[src/rtl/hbwd_pkg.sv]
package hbwd_pkg;

  typedef enum logic [1:0] {
    WD_IDLE = 2'd0,
    WD_RUN  = 2'd1,
    WD_TRIP = 2'd2
  } wd_state_e;

  function automatic int unsigned cnt_width(input int unsigned ticks);
    return (ticks < 2) ? 1 : $clog2(ticks + 1);
  endfunction

endpackage

[src/rtl/hbwd_sync.sv]
module hbwd_sync #(
  parameter int unsigned STAGES = 2
) (
  input  logic clk_i,
  input  logic rst_ni,
  input  logic d_i,
  output logic q_o
);

  logic [STAGES-1:0] chain_q;

  generate
    for (genvar g = 0; g < STAGES; g++) begin : g_stage
      if (g == 0) begin : g_first
        always_ff @(posedge clk_i or negedge rst_ni) begin
          if (!rst_ni) chain_q[g] <= 1'b0;
          else         chain_q[g] <= d_i;
        end
      end else begin : g_next
        always_ff @(posedge clk_i or negedge rst_ni) begin
          if (!rst_ni) chain_q[g] <= 1'b0;
          else         chain_q[g] <= chain_q[g-1];
        end
      end
    end
  endgenerate

  assign q_o = chain_q[STAGES-1];

endmodule

[src/rtl/hbwd_edge.sv]
module hbwd_edge #(
  parameter int unsigned STAGES = 2
) (
  input  logic clk_i,
  input  logic rst_ni,
  input  logic hb_i,
  output logic edge_o
);

  // primed once every sync stage and the history flop hold real samples
  localparam int unsigned FILL_MAX = STAGES + 1;
  localparam int unsigned FILL_W   = $clog2(FILL_MAX + 1);

  logic              hb_s;
  logic              hb_q;
  logic [FILL_W-1:0] fill_q;
  logic              primed;

  hbwd_sync #(.STAGES(STAGES)) u_sync (
    .clk_i (clk_i),
    .rst_ni(rst_ni),
    .d_i   (hb_i),
    .q_o   (hb_s)
  );

  assign primed = (fill_q == FILL_W'(FILL_MAX));

  always_ff @(posedge clk_i or negedge rst_ni) begin
    if (!rst_ni) begin
      hb_q   <= 1'b0;
      fill_q <= '0;
    end else begin
      hb_q <= hb_s;
      if (!primed) fill_q <= fill_q + 1'b1;
    end
  end

  assign edge_o = primed & (hb_s ^ hb_q);

  AST_FILL_MONO: assert property (@(posedge clk_i) disable iff (!rst_ni)
    primed |=> primed);

endmodule

[src/rtl/hbwd_timer.sv]
module hbwd_timer
  import hbwd_pkg::*;
#(
  parameter int unsigned TIMEOUT_TICKS = 1600000
) (
  input  logic      clk_i,
  input  logic      rst_ni,
  input  logic      clr_i,
  input  logic      kick_i,
  output wd_state_e state_o
);

  localparam int unsigned CNT_W = cnt_width(TIMEOUT_TICKS);
  localparam logic [CNT_W-1:0] LAST = CNT_W'(TIMEOUT_TICKS - 1);

  wd_state_e        state_q;
  logic [CNT_W-1:0] cnt_q;

  always_ff @(posedge clk_i or negedge rst_ni) begin
    if (!rst_ni) begin
      state_q <= WD_IDLE;
      cnt_q   <= '0;
    end else if (clr_i) begin
      state_q <= WD_IDLE;
      cnt_q   <= '0;
    end else if (kick_i) begin
      state_q <= WD_RUN;
      cnt_q   <= '0;
    end else if (state_q == WD_RUN) begin
      if (cnt_q == LAST) begin
        state_q <= WD_TRIP;
        cnt_q   <= '0;
      end else begin
        cnt_q <= cnt_q + 1'b1;
      end
    end
  end

  assign state_o = state_q;

  AST_KICK_RESTART: assert property (@(posedge clk_i) disable iff (!rst_ni)
    kick_i && !clr_i |=> state_q == WD_RUN && cnt_q == '0);
  AST_IDLE_WAITS: assert property (@(posedge clk_i) disable iff (!rst_ni)
    state_q == WD_IDLE && !kick_i |=> state_q == WD_IDLE);
  AST_TRIP_STICKY: assert property (@(posedge clk_i) disable iff (!rst_ni)
    state_q == WD_TRIP && !clr_i && !kick_i |=> state_q == WD_TRIP);
  AST_CNT_BOUND: assert property (@(posedge clk_i) disable iff (!rst_ni)
    state_q == WD_RUN |-> cnt_q <= LAST);
  AST_TRIP_AT_LAST: assert property (@(posedge clk_i) disable iff (!rst_ni)
    state_q == WD_RUN && cnt_q == LAST && !clr_i && !kick_i |=> state_q == WD_TRIP);
  AST_RUN_ADVANCES: assert property (@(posedge clk_i) disable iff (!rst_ni)
    state_q == WD_RUN && cnt_q != LAST && !clr_i && !kick_i |=> cnt_q == $past(cnt_q) + 1'b1);

endmodule

[src/rtl/hb_watchdog.sv]
module hb_watchdog
  import hbwd_pkg::*;
#(
  parameter int unsigned TIMEOUT_TICKS = 1600000,
  parameter int unsigned SYNC_STAGES   = 2
) (
  input  logic clk_i,
  input  logic rst_ni,
  input  logic sys_rst_i,
  input  logic hb_i,
  input  logic hb_float_i,
  input  logic supply_ok_i,
  output logic wd_fault_no
);

  logic      kick;
  logic      hold_clr;
  wd_state_e wd_state;

  hbwd_edge #(.STAGES(SYNC_STAGES)) u_edge (
    .clk_i (clk_i),
    .rst_ni(rst_ni),
    .hb_i  (hb_i),
    .edge_o(kick)
  );

  assign hold_clr = sys_rst_i | hb_float_i;

  hbwd_timer #(.TIMEOUT_TICKS(TIMEOUT_TICKS)) u_timer (
    .clk_i  (clk_i),
    .rst_ni (rst_ni),
    .clr_i  (hold_clr),
    .kick_i (kick),
    .state_o(wd_state)
  );

  // supply loss bypasses all registers
  assign wd_fault_no = supply_ok_i & (wd_state != WD_TRIP);

  AST_SYSRST_HOLD: assert property (@(posedge clk_i) disable iff (!rst_ni)
    sys_rst_i |=> wd_state == WD_IDLE);
  AST_FLOAT_HOLD: assert property (@(posedge clk_i) disable iff (!rst_ni)
    hb_float_i |=> wd_state == WD_IDLE);
  AST_HOLD_DISCARDS: assert property (@(posedge clk_i) disable iff (!rst_ni)
    hold_clr && kick |=> wd_state == WD_IDLE);
  AST_SUPPLY_LOW: assert property (@(posedge clk_i) disable iff (!rst_ni)
    !supply_ok_i |-> !wd_fault_no);
  AST_SUPPLY_UP: assert property (@(posedge clk_i) disable iff (!rst_ni)
    supply_ok_i && wd_state != WD_TRIP |-> wd_fault_no);

endmodule

[config.mk]
export PLATFORM = sky130hd
export DESIGN_NAME = hb_watchdog
export DESIGN_NICKNAME = d
export VERILOG_FILES = /design/src/rtl/hbwd_pkg.sv /design/src/rtl/hbwd_sync.sv /design/src/rtl/hbwd_edge.sv /design/src/rtl/hbwd_timer.sv /design/src/rtl/hb_watchdog.sv
export SDC_FILE = /design/constraint.sdc
export NUM_CORES = 1
export LEC_CHECK = 0
export BUFFER_PORTS_ARGS = -buffer_cell sky130_fd_sc_hd__buf_2
export CORE_MARGIN = 5
export CORE_UTILIZATION = 60
export DETAILED_ROUTE_END_ITERATION = 8
export PLACE_DENSITY = 0.84
export SYNTH_ARGS = -nofsm -noshare
export SYNTH_HDL_FRONTEND = slang
export SYNTH_SLANG_ARGS = --single-unit
[constraint.sdc]
create_clock -name clk_i -period 2.2 [get_ports clk_i]
set_input_delay 0.22 -clock clk_i [delete_from_list [all_inputs] [get_ports clk_i]]
set_output_delay 0.22 -clock clk_i [all_outputs]
set_load 0.01 [all_outputs]
## After elaboration in Yosys (flattened, before gate mapping)

Cells that the tools add are included.

- Flip-flop bits (word level): 28
- Input bits: 6
- Output and inout bits: 1
- Logic and storage cells: 27

- Add/subtract/negate cells: 2
- Eq/ne operators: 4
- Muxes and demuxes: 8
- Bitwise logic cells: 4
- Reduce and logical (&&, ||, !) cells: 3

Operators by type and width:

| operator | count |
|---|---|
| 2-to-1 mux 21 bit | 4 |
| adder 21 x 1 -> 21 bit (second input constant) | 1 |
| == test 21 bit (second input constant) | 1 |
| 2-to-1 mux 2 bit | 4 |
| nonzero test 3 bit | 2 |
| adder 2 x 1 -> 2 bit (second input constant) | 1 |
| bitwise AND 1 bit | 2 |
| == test 2 x 1 -> 1 bit (second input constant) | 1 |
| == test 2 bit (second input constant) | 1 |
| != test 2 bit (second input constant) | 1 |
| AND reduction 2 bit | 1 |
| bitwise OR 1 bit | 1 |
| XOR 1 bit | 1 |

## Depth between registers and ports, before layout

- Depth in word-level cells: 5
- Depth in mapped cells: 6
- Gate-level depth less buffers: 5

## Cells and area by module

A second synthesis with hierarchy kept.

- Cells, all modules: 152
- Area, all modules: 1472.7 um^2

Modules (own cells, without submodules):

| module | times used | cells each | area each (um^2) | seq. area each (um^2) |
|---|---|---|---|---|
| hbwd_timer | 1 | 139 | 1277.5 | 575.6 |
| hbwd_edge | 1 | 8 | 127.6 | 75.1 |
| hbwd_sync | 1 | 2 | 50.0 | 50.0 |
| hb_watchdog | 1 | 3 | 17.5 | 0.0 |

## Least setup slack after synthesis

Ideal clock, no wire load.

- Kind: reg2reg
- From: reg u_timer.cnt_q[0]
- To: reg u_timer.cnt_q[16]
- Setup time: 0.079 ns
- Arrival time: 1.490 ns
- Required time: 2.121 ns
- Path slack: 0.632 ns
- Cell stages (with the launch flop): 6
- Path buffers: 0
- Path through: dfrtp_1 > ha_1 > and4_2 > nand2_4 > or4_1 > a21oi_1

- Word-level cells in the longest chain between the ends: 5
- Elaborated cells on any way between the ends: 6
- Those cells by class: add/sub: 1; eq/ne: 1; mux: 4

Ends and longest elaborated chain:

| element | RTL line | RTL |
|---|---|---|
| from (decl) | hbwd_timer.sv:17 | `logic [CNT_W-1:0] cnt_q;` |
| from (signal assigned) | hbwd_timer.sv:34 | `cnt_q <= cnt_q + 1'b1;` |
| adder 21 x 1 -> 21 bit / == test 21 bit (equally long branches) | hbwd_timer.sv:34, hbwd_timer.sv:30 |  |
| 2-to-1 mux 21 bit * | hbwd_timer.sv:30 | `if (cnt_q == LAST) begin` |
| 2-to-1 mux 21 bit * | hbwd_timer.sv:29 | `end else if (state_q == WD_RUN) begin` |
| 2-to-1 mux 21 bit * | hbwd_timer.sv:26 | `end else if (kick_i) begin` |
| 2-to-1 mux 21 bit * | hbwd_timer.sv:23 | `end else if (clr_i) begin` |

Every way passes the cells marked *; elsewhere a longest branch is shown, timed or not. The select of a mux whose other input is x is not followed.
A chain may end at the register's enable or synchronous reset.

## Worst setup path in the final report

- From: reg u_timer.cnt_q[1]
- To: reg u_timer.cnt_q[11]

Same word-level chain as after synthesis.

==> results.yml <==
sta:
  rsz0062_at_grt: "no"
  period_minus_slack_ns: 1.92
  setup_tns_ns: 0
  slew_headroom: 0.528
  worst_hold_slack_ns: 0.201
  setup_viol: 0
  finalCritPeriodShare: 0.875
  fmax_ghz: 0.520
  tightest_slew_ns: 0.706
  slew_viol_final: 0
  skew_ns: 0.00312
  hold_violations: 0
cells_and_area:
  fill_cells: 189
  final_layout_size_suffix_gt1_frac: 0.102
  diodes: 0
  nets: 176
  syn_to_final_growth_pct: 7.05
  fin_util: 0.675
worst_setup_path:
  rr_worst_depth: 5
  path_depth: 5
  cp-end-kind: "flip-flop"
  critPathLaunchType: "flip-flop"
  r2r_slack_ns: 0.28
  critical_path.top_delay_family: "compound AO/OA/AOI/OAI gates"
  crit_arrival_ns: 2.12
  critical_path.startpoint: "u_timer.cnt_q[1]"
  path_cells: "ha_1 > and4_2 > nand3_1 > o21ai_1 > a21oi_1"
  critPathSlowestCell: "o21ai_1"
  critPathCapture: "u_timer.cnt_q[11]"
  timing.rr.end: "u_timer.cnt_q[11]"
  worstReg2RegStart: "u_timer.cnt_q[1]"
  cp.required_ns: 2.40
  cp_slowest_stage_delay_ns: 0.51
  cp_num_buf_inv: 0
  path_max_fanout: 7
  critical_path_class: "flip-flop to flip-flop"
global_routing:
  grt_pass1_vias: 1196
  grt_util_all_layers: 0.186
  grt_overflow_total: 0
  antenna_found_initial: 0
  grt_pass1_wl_mm: 5.34
  grt_max_degree: 29
clock_network:
  cts_root_buf: "clkbuf_4"
  clk_pin_slew_ns: 0.15
  h-tree-depth: 1
  clockBufferDepth: 2
  cts_buffers: 3
  numClockSinks: 28
  ctsHoldBuffers: 2
  cts_setup_buffers: 0
  cts_resized: 0
  insertion_delay_ns: 0.32
  cts_tree: "yes"
route:
  vias: 1303
  drt_wl_total_mm: 3.27
  drc_errors: 0
  antenna_left: 0
  drt_iter0_drc: 60
  viasPerCell: 6.61
  drt-wirelength-per-cell_um: 16.6
  dr.pass1.iters: 4
floorplanning:
  coreArea_um2: 2480
  dieHeight_um: 61.0
  ioPinCount: 7
  die_w_um: 61.0
  die_area_um2: 3720
  rows: 18
  start_util: 0.630
power_and_ir_drop:
  p_comb_frac: 0.060
  ir_drop_mv: 0.398
  cellPowerDensity_nw_per_um2: 545
  clkPwrFrac: 0.367
  leakage_nw: 0.607
  pwr-share-seq: 0.572
  p_sw_frac: 0.209
  power.internal_w: 0.000720
  p_switching_w: 0.000191
yosys:
  syn_area_um2: 1560
  synth_common_cells: "28 x dfrtp_1, 14 x nand2_1, 12 x a21oi_1"
  yosys_warnings: 0
  synth_seq_area_share: 0.449
  synth-edff-count: 0
  synthesis.nets: 168
  synth_top_flop_cell: "dfrtp_1"
  synth_seq_cells: 28
  avgSynthCellArea_um2: 9.76
  synth.area.top_cells: "dfrtp_1 45%, a21oi_1 3.8%, nand2_1 3.4%"
  yosysUniqueCellTypes: 39
  netlist_instances: 160
  synth-async-reset-ratio: 1.00
  netlist.area_leader.share: 0.449
  synth_largest_area_cell: "dfrtp_1"
  synth.most_common_cell: "dfrtp_1"
placed_design:
  gp_congestion: 0.838
  hpwl_mm: 2.33
  port_buffers: 6
status:
  outcome: "complete, no violations"
min_path:
  min_path_cells: 3
  min_path_type: "input pin to flip-flop"
run:
  maxCapViolations: 0
## area by class of cell
class | count | area [um2] | area share
Sequential cell | 28 | 701 | 0.419
Inverter | 6 | 22.5 | 0.0135
Multi-Input combinational cell | 119 | 793 | 0.475
Clock inverter | 1 | 30.0 | 0.0180
Tap cell | 30 | 37.5 | 0.0225
Clock buffer | 3 | 22.5 | 0.0135
Timing Repair Buffer | 10 | 65.1 | 0.0389
## worst register-to-register path: cells and delay by family (launching register included)
family	cells	cell delay, ns
adders and majority gates	1	0.23
DFF	1	0.43
and+or+nand+nor	2	0.53
AOI/OAI and AO/OA	2	0.61
## state kept, by name, summed over array words and instances (netlist names)
signal	count
u_edge.u_sync.chain_q	1
u_timer.state_o	2
u_edge.hb_q	1
u_timer.cnt_q	21
u_edge.fill_q	2
u_edge.u_sync.q_o	1
## power by group through the flow
stage | sequential (W) | clock, W | combinational, W
after global routing | 0.000522 | 0.000358 | 0.0000613
after CTS | 0.000522 | 0.000340 | 0.0000548
after global placement | 0.000531 | 0 | 0.0000507
after detailed placement | 0.000531 | 0 | 0.0000521
after floorplan | 0.000531 | 0 | 0.0000320
final | 0.000521 | 0.000334 | 0.0000550
## routing by layer
layer | vias up | track usage | routed length [um]
met3 | 5 | 0.0294 | 199
met5 | - | 0 | 0
met2 | 60 | 0.318 | 1600
met4 | 0 | 0.0588 | 40
met1 | 618 | 0.242 | 1420
li1 | 620 | - | -
## how the worst min path moves through the flow
stage	start	endpoint	slack (ns)
after global placement	rst_ni	u_timer.cnt_q[12]	0.26
final	sys_rst_i	u_timer.state_o[0]	0.20
after floorplan	rst_ni	u_edge.fill_q[0]	-0.08
after global routing	hb_float_i	u_timer.state_o[0]	0.22
after CTS	sys_rst_i	u_timer.state_o[0]	0.20
after detailed placement	rst_ni	u_timer.cnt_q[1]	0.27
## through the flow
step           setup slack, ns  instance area [um2]  total power [W]  std cells
3_3_place_gp             0.440                 1600         0.000582        191
4_1_cts                  0.268                 1670         0.000917        197
6_report                 0.276                 1670         0.000911        197
3_5_place_dp             0.306                 1600         0.000583        191
2_1_floorplan            0.632                 1560         0.000563        160
5_1_grt                  0.110                 1670         0.000941        197
## cells in the final DEF, fill, tap and decap left out, types with 4 or more instances in the layout
| cell | instances |
|---|---|
| nor2_1 | 6 |
| xor2_1 | 4 |
| buf_2 | 6 |
| nand2_1 | 14 |
| or4_1 | 7 |
| mux2i_1 | 5 |
| dfrtp_1 | 28 |
| inv_1 | 6 |
| a21oi_1 | 12 |
| nor4b_1 | 5 |
| o211ai_1 | 7 |
| nand4_1 | 6 |
| o31ai_1 | 7 |
| nand3_1 | 9 |
## cells by family after synthesis
logic type / after synthesis / share of synthesized area
fa+ha+maj: 2 / 0.0160
simple gates: 67 / 0.254
xor+xnor: 6 / 0.0337
mux: 6 / 0.0393
compound gates: 38 / 0.165
buf+inv: 13 / 0.0433
flops: 28 / 0.449
(Power assumes the default switching activity.)
